--- src/rtl/cpk_pkg.sv ---
package cpk_pkg;
  typedef enum logic [1:0] {
    PH_IDLE = 2'd0,
    PH_PACK = 2'd1,
    PH_SEED = 2'd2,
    PH_FIN  = 2'd3
  } phase_t;
endpackage

--- src/rtl/cpk_seq.sv ---
// Run sequencer: polynomial, pair and sub-byte counters, then the seed tail.
module cpk_seq
  import cpk_pkg::*;
#(
  parameter int N_COEF     = 256,
  parameter int SEED_BYTES = 32,
  parameter int KW         = 3,
  parameter int POLY_W     = 3,
  parameter int PAIR_W     = 7,
  parameter int SEED_W     = 5
) (
  input  logic              clk,
  input  logic              rst,
  input  logic              start,
  input  logic [KW-1:0]     k_sel,
  output phase_t            phase,
  output logic [KW-1:0]     k_q,
  output logic [POLY_W-1:0] poly,
  output logic [PAIR_W-1:0] pair,
  output logic [1:0]        sub,
  output logic [SEED_W-1:0] seed_idx,
  output logic              done
);
  localparam int LAST_PAIR = N_COEF/2 - 1;

  logic [POLY_W:0] last_poly;
  assign last_poly = (POLY_W+1)'({k_q, 1'b0}) - 1'b1;

  always_ff @(posedge clk) begin
    if (rst) begin
      phase    <= PH_IDLE;
      k_q      <= '0;
      poly     <= '0;
      pair     <= '0;
      sub      <= '0;
      seed_idx <= '0;
      done     <= 1'b0;
    end else begin
      done <= 1'b0;
      case (phase)
        PH_IDLE: if (start) begin
          k_q   <= k_sel;
          poly  <= '0;
          pair  <= '0;
          sub   <= '0;
          phase <= PH_PACK;
        end
        PH_PACK: begin
          if (sub == 2'd2) begin
            sub <= '0;
            if (pair == PAIR_W'(LAST_PAIR)) begin
              pair <= '0;
              if ({1'b0, poly} == last_poly) begin
                seed_idx <= '0;
                phase    <= PH_SEED;
              end else begin
                poly <= poly + 1'b1;
              end
            end else begin
              pair <= pair + 1'b1;
            end
          end else begin
            sub <= sub + 2'd1;
          end
        end
        PH_SEED: begin
          if (seed_idx == SEED_W'(SEED_BYTES-1)) phase <= PH_FIN;
          else seed_idx <= seed_idx + 1'b1;
        end
        default: begin
          phase <= PH_IDLE;
          done  <= 1'b1;
        end
      endcase
    end
  end

  // sub-byte counter only takes the values 0, 1, 2
  p_sub_range_r2: assert property (@(posedge clk) disable iff (rst)
    sub != 2'd3);

  // captured k holds for the whole run
  p_k_hold_r6: assert property (@(posedge clk) disable iff (rst)
    (phase != PH_IDLE) |=> $stable(k_q));
endmodule

--- src/rtl/cpk_pack.sv ---
// Byte former: nibble interleave, region address, seed tail, registered write port.
module cpk_pack
  import cpk_pkg::*;
#(
  parameter int N_COEF     = 256,
  parameter int SEED_BYTES = 32,
  parameter int KW         = 3,
  parameter int POLY_W     = 3,
  parameter int PAIR_W     = 7,
  parameter int SEED_W     = 5,
  parameter int AW         = 11
) (
  input  logic                    clk,
  input  logic                    rst,
  input  phase_t                  phase,
  input  logic [KW-1:0]           k_q,
  input  logic [POLY_W-1:0]       poly,
  input  logic [PAIR_W-1:0]       pair,
  input  logic [1:0]              sub,
  input  logic [SEED_W-1:0]       seed_idx,
  input  logic [11:0]             coef_data,
  input  logic [8*SEED_BYTES-1:0] seed,
  output logic                    wr_en,
  output logic                    wr_sel,
  output logic [AW-1:0]           wr_addr,
  output logic [7:0]              wr_data
);
  localparam int BPP = (N_COEF/2)*3;

  logic [3:0]      hold_nib;
  logic [POLY_W:0] kx, lpoly;
  logic            in_r1;
  logic [AW-1:0]   pack_addr, seed_addr;
  logic [7:0]      pack_byte;

  always_comb begin
    kx        = (POLY_W+1)'(k_q);
    in_r1     = ({1'b0, poly} >= kx);
    lpoly     = in_r1 ? ({1'b0, poly} - kx) : {1'b0, poly};
    pack_addr = AW'(lpoly) * AW'(BPP) + AW'(pair) * AW'(3) + AW'(sub);
    seed_addr = AW'(k_q) * AW'(BPP) + AW'(seed_idx);
    case (sub)
      2'd0:    pack_byte = coef_data[7:0];
      2'd1:    pack_byte = {coef_data[3:0], hold_nib};
      default: pack_byte = coef_data[11:4];
    endcase
  end

  always_ff @(posedge clk) begin
    if (rst) begin
      hold_nib <= '0;
      wr_en    <= 1'b0;
      wr_sel   <= 1'b0;
      wr_addr  <= '0;
      wr_data  <= '0;
    end else begin
      wr_en <= 1'b0;
      if (phase == PH_PACK) begin
        if (sub == 2'd0) hold_nib <= coef_data[11:8];
        wr_en   <= 1'b1;
        wr_sel  <= in_r1;
        wr_addr <= pack_addr;
        wr_data <= pack_byte;
      end else if (phase == PH_SEED) begin
        wr_en   <= 1'b1;
        wr_sel  <= 1'b0;
        wr_addr <= seed_addr;
        wr_data <= seed[seed_idx*8 +: 8];
      end
    end
  end
endmodule

--- src/rtl/coef_pack12.sv ---
module coef_pack12
  import cpk_pkg::*;
#(
  parameter int KMAX       = 4,
  parameter int N_COEF     = 256,
  parameter int SEED_BYTES = 32,
  localparam int KW     = $clog2(KMAX+1),
  localparam int POLY_W = $clog2(2*KMAX),
  localparam int PAIR_W = $clog2(N_COEF/2),
  localparam int SEED_W = $clog2(SEED_BYTES),
  localparam int BPP    = (N_COEF/2)*3,
  localparam int AW     = $clog2(BPP*KMAX + SEED_BYTES),
  localparam int CAW    = POLY_W + PAIR_W + 1
) (
  input  logic                    clk,
  input  logic                    rst,
  input  logic                    start,
  input  logic [KW-1:0]           k_sel,
  input  logic [8*SEED_BYTES-1:0] seed,
  output logic [CAW-1:0]          coef_addr,
  input  logic [11:0]             coef_data,
  output logic                    wr_en,
  output logic                    wr_sel,
  output logic [AW-1:0]           wr_addr,
  output logic [7:0]              wr_data,
  output logic                    busy,
  output logic                    done
);
  phase_t            phase;
  logic [KW-1:0]     k_q;
  logic [POLY_W-1:0] poly;
  logic [PAIR_W-1:0] pair;
  logic [1:0]        sub;
  logic [SEED_W-1:0] seed_idx;

  cpk_seq #(
    .N_COEF(N_COEF), .SEED_BYTES(SEED_BYTES), .KW(KW),
    .POLY_W(POLY_W), .PAIR_W(PAIR_W), .SEED_W(SEED_W)
  ) seq_i (
    .clk(clk), .rst(rst), .start(start), .k_sel(k_sel),
    .phase(phase), .k_q(k_q), .poly(poly), .pair(pair), .sub(sub),
    .seed_idx(seed_idx), .done(done)
  );

  cpk_pack #(
    .N_COEF(N_COEF), .SEED_BYTES(SEED_BYTES), .KW(KW),
    .POLY_W(POLY_W), .PAIR_W(PAIR_W), .SEED_W(SEED_W), .AW(AW)
  ) pack_i (
    .clk(clk), .rst(rst), .phase(phase), .k_q(k_q), .poly(poly),
    .pair(pair), .sub(sub), .seed_idx(seed_idx), .coef_data(coef_data),
    .seed(seed), .wr_en(wr_en), .wr_sel(wr_sel), .wr_addr(wr_addr),
    .wr_data(wr_data)
  );

  // odd coefficient is fetched for both the middle and the last byte
  assign coef_addr = {poly, pair, (sub != 2'd0)};
  assign busy      = (phase != PH_IDLE);

  // every pack or seed cycle yields a write strobe on the next cycle
  p_write_cadence_r3: assert property (@(posedge clk) disable iff (rst)
    (phase == PH_PACK || phase == PH_SEED) |=> wr_en);

  // strobes only follow an active cycle
  p_write_needs_busy_r3: assert property (@(posedge clk) disable iff (rst)
    wr_en |-> $past(busy));

  // second region stays below 384*k
  p_region1_bound_r4: assert property (@(posedge clk) disable iff (rst)
    (wr_en && wr_sel) |-> (wr_addr < AW'(k_q) * AW'(BPP)));

  // first region, seed tail included, stays below 384*k+32
  p_region0_bound_r5: assert property (@(posedge clk) disable iff (rst)
    (wr_en && !wr_sel) |-> (wr_addr < AW'(k_q) * AW'(BPP) + AW'(SEED_BYTES)));

  // done is a single-cycle pulse
  p_done_pulse_r7: assert property (@(posedge clk) disable iff (rst)
    done |=> !done);

  // done directly follows a write and comes with busy low
  p_done_after_write_r7: assert property (@(posedge clk) disable iff (rst)
    done |-> ($past(wr_en) && !busy));
endmodule

--- config.mk ---
export PLATFORM = sky130hd
export DESIGN_NAME = coef_pack12
export DESIGN_NICKNAME = d
export VERILOG_FILES = /design/src/rtl/cpk_pkg.sv /design/src/rtl/cpk_seq.sv /design/src/rtl/cpk_pack.sv /design/src/rtl/coef_pack12.sv
export SDC_FILE = /design/constraint.sdc
export NUM_CORES = 1
export LEC_CHECK = 0
export CELL_PAD_IN_SITES_DETAIL_PLACEMENT = 1
export CELL_PAD_IN_SITES_GLOBAL_PLACEMENT = 2
export CORE_ASPECT_RATIO = 2
export CORE_MARGIN = 5
export CORE_UTILIZATION = 33
export DETAILED_ROUTE_END_ITERATION = 8
export DONT_BUFFER_PORTS = 1
export GPL_TIMING_DRIVEN = 0
export PLACE_DENSITY = 0.82
export SETUP_SLACK_MARGIN = 0.15
export SYNTH_ARGS = -nofsm -noshare
export SYNTH_HDL_FRONTEND = slang
export SYNTH_SLANG_ARGS = --single-unit
--- constraint.sdc ---
create_clock -name clk -period 3.1 [get_ports clk]
set_input_delay 0.465 -clock clk [delete_from_list [all_inputs] [get_ports clk]]
set_output_delay 0.465 -clock clk [all_outputs]
set_load 0.01 [all_outputs]
==> impl_metrics.yaml <==
outcome:
  status: "complete, no violations"
global_route:
  grt_overflow_total: 0
  grt_pass1_vias: 5170
  grt_max_degree: 16
  grt_pass1_wl_mm: 32.5
  antenna_found_initial: 9
  grt_util_all_layers: 0.243
pwr:
  sw_frac_of_total: 0.449
  p_int_uw: 2190
  seqPwrFrac: 0.259
  pwr-share-clk: 0.165
  switchingPower_uw: 1780
  powerDensity_mw_per_mm2: 696
  power_frac_comb: 0.576
  leakagePower_uw: 0.00190
  ir_worst_vdd_mv: 0.285
sta:
  tightestPinTransition_ps: 926
  period_share: 0.972
  rsz0062_at_grt: "yes"
  hold_viol: 0
  fmax_mhz: 332
  finalWorstSetupSlack_ps: 88.3
  maxSlewHeadroom: 0.376
  finalSetupViolCount: 0
  fin_crit_ps: 3010
  finalMaxSlewViolations: 0
  clock_skew_ps: 7.26
  whs_ps: 277
final_layout:
  final_common_cell: "mux4_2"
  layoutNonFillerInstCount: 715
  area_growth_syn_to_layout_pct: 11.5
  layout-drive-gt1-share: 0.237
  final_cell_mix: "mux4_2, nor2_1, dfxtp_1"
  final_nets: 818
routing:
  routed_wl_mm: 23.3
  vias: 4501
  drt-initial-drc-count: 239
  drc_errors: 0
  vias_per_cell: 6.30
  wl_per_cell_um: 32.7
  detail-route-antenna-nets: 0
  drtPass1Iterations: 4
synthesis:
  yosysTopAreaCell: "mux4_2"
  synth_top_area_frac: 0.295
  synth_area_mm2: 0.00511
  ys_seq_area_frac: 0.188
  synth_nets: 808
  syn_inst: 499
  ys.flop_type: "dfxtp_1"
  synth_enable_flop_cells: 0
  ys_warn_count: 0
  synth-seq-cells: 48
  async_flop_share: 0
  avgSynthCellArea_um2: 10.2
  ys_types: 47
  synth_area_leaders: "mux4_2, dfxtp_1, ha_1, mux2i_1, nor2_1"
floorplan:
  row_count: 64
  fp.dieW_um: 98.0
  die_height_um: 186
  core_area_mm2: 0.0153
  start_util: 0.334
  io_pins: 308
  dieArea_mm2: 0.0182
worst_setup_path:
  start_kind: "flop"
  cp_max_fo: 8
  cp.required_ps: 3320
  end_kind: "flop"
  ff2ff_setup_slack_ps: 90
  critical_path_class: "reg2reg"
  cp_data_arrival_time_ps: 3230
clock_tree:
  clockRootBuffer: "clkbuf_16"
  cts.reportedPaths.clkPinSlew_ps: 70
  cts_max_path_buffers: 2
  tritoncts: "done"
  clock_latency_ps: 310
  cts_buffers: 5
  postCtsHoldBufs: 0
  h-tree-depth: 2
  clock-sinks: 48
placement:
  port_buffers: 0
  dp.cells: 697
  routabilityCongestion: 0.900
  dp_hpwl_mm: 20.4
  pre_cts_ws_ps: -451
min_path:
  hp-class: "in2reg"
flow_run:
  cap_violations: 0
==> cells by family (layout without fill, tap and decap cells) <==
family	count (synthesis)	in the layout	synth area share
and+or+nand+nor	149	149	0.136
muxes	110	110	0.399
AOI/OAI and AO/OA	80	80	0.0984
buffers and inverters	60	71	0.0546
DFF	48	48	0.188
adders and majority gates	35	35	0.0945
xor gates and xnor gates	17	17	0.0291
other	0	7	0
==> through the flow <==
step / setup TNS [ps] / util / power (uW) / cell area [um2]
4_1_cts: 0 / 0.370 / 3970 / 5650
2_1_floorplan: 0 / - / 2550 / 5120
3_5_place_dp: -1310 / 0.351 / 3180 / 5370
6_report: 0 / 0.373 / 3970 / 5700
3_3_place_gp: -674 / 0.351 / 3090 / 5370
5_1_grt: -15.6 / 0.372 / 4200 / 5700
==> critical path: stages (launching register included) <==
cell and delay, ps:
dfxtp_4 420, inv_4 50, ha_4 160, inv_2 50, fa_2 190, inv_2 40
fa_2 350, nand2_4 140, nor2_4 50, a21oi_4 180, ha_4 240, ha_4 280
a211oi_2 70, a21oi_2 220, a21oi_2 100, o21a_1 170, o31ai_1 220
==> flip-flops by register name (all words and copies together) (netlist names) <==
register,flops
pack_i.hold_nib,4
pack_i.wr_addr,11
pack_i.wr_data,8
pack_i.wr_en,1
pack_i.wr_sel,1
seq_i.done,1
seq_i.k_q,3
seq_i.pair,7
seq_i.phase,2
seq_i.poly,3
seq_i.seed_idx,5
seq_i.sub,2
==> what timing repair did <==
item                                    in CTS  in global routing
setup buffers                                3                  0
resized for setup                           21                  7
endpoints found under the setup margin       4                  5
pin swaps                                   11                 16
==> synth_stat cells (5+ instances only) <==
library cell,count
o211ai_1,8
nand2b_1,11
mux2i_1,35
buf_4,5
inv_1,22
a21oi_1,22
clkbuf_1,20
buf_1,5
o21ai_0,19
nand2_1,32
nor2_1,56
nand3_1,12
nand4_1,5
xor2_1,9
dfxtp_1,48
fa_1,6
xnor2_1,8
nor2b_1,5
ha_1,29
mux4_1,6
nor3_1,12
a211oi_1,14
mux4_2,67
==> final timing paths <==
kind,startpoint,endpoint,cells after the start
max,seq_i.poly[0],pack_i.wr_addr[10],16
max reg2reg,seq_i.poly[0],pack_i.wr_addr[10],16
min,rst,pack_i.wr_en,1
min reg2reg,pack_i.hold_nib[0],pack_i.hold_nib[0],2
==> metal layers <==
metal | up-vias | global-route usage | wire length [um]
met5 | - | 0 | 38
met4 | 6 | 0.120 | 1170
met3 | 71 | 0.0645 | 1770
met2 | 293 | 0.462 | 12700
met1 | 2200 | 0.240 | 7640
li1 | 1931 | - | -
==> power groups by stage <==
stage / clock network, uW / registers (uW) / logic, uW
2_1_floorplan: 0 / 950 / 1600
3_3_place_gp: 0 / 1030 / 2070
3_5_place_dp: 0 / 1030 / 2150
4_1_cts: 665 / 1030 / 2280
5_1_grt: 681 / 1050 / 2470
6_report: 654 / 1030 / 2290
==> final cells by class <==
| cell class | instances | area, um2 |
|---|---|---|
| clock inverter | 3 | 42.5 |
| timing repair buffer | 3 | 22.5 |
| multi-input combinational | 391 | 3990 |
| antenna | 7 | 17.5 |
| inverter | 22 | 85.1 |
| fill | 1719 | 9600 |
| tap | 198 | 248 |
| buffer | 38 | 199 |
| clock buffer | 5 | 125 |
| sequential | 48 | 968 |
Power figures use the tool's default switching activity.
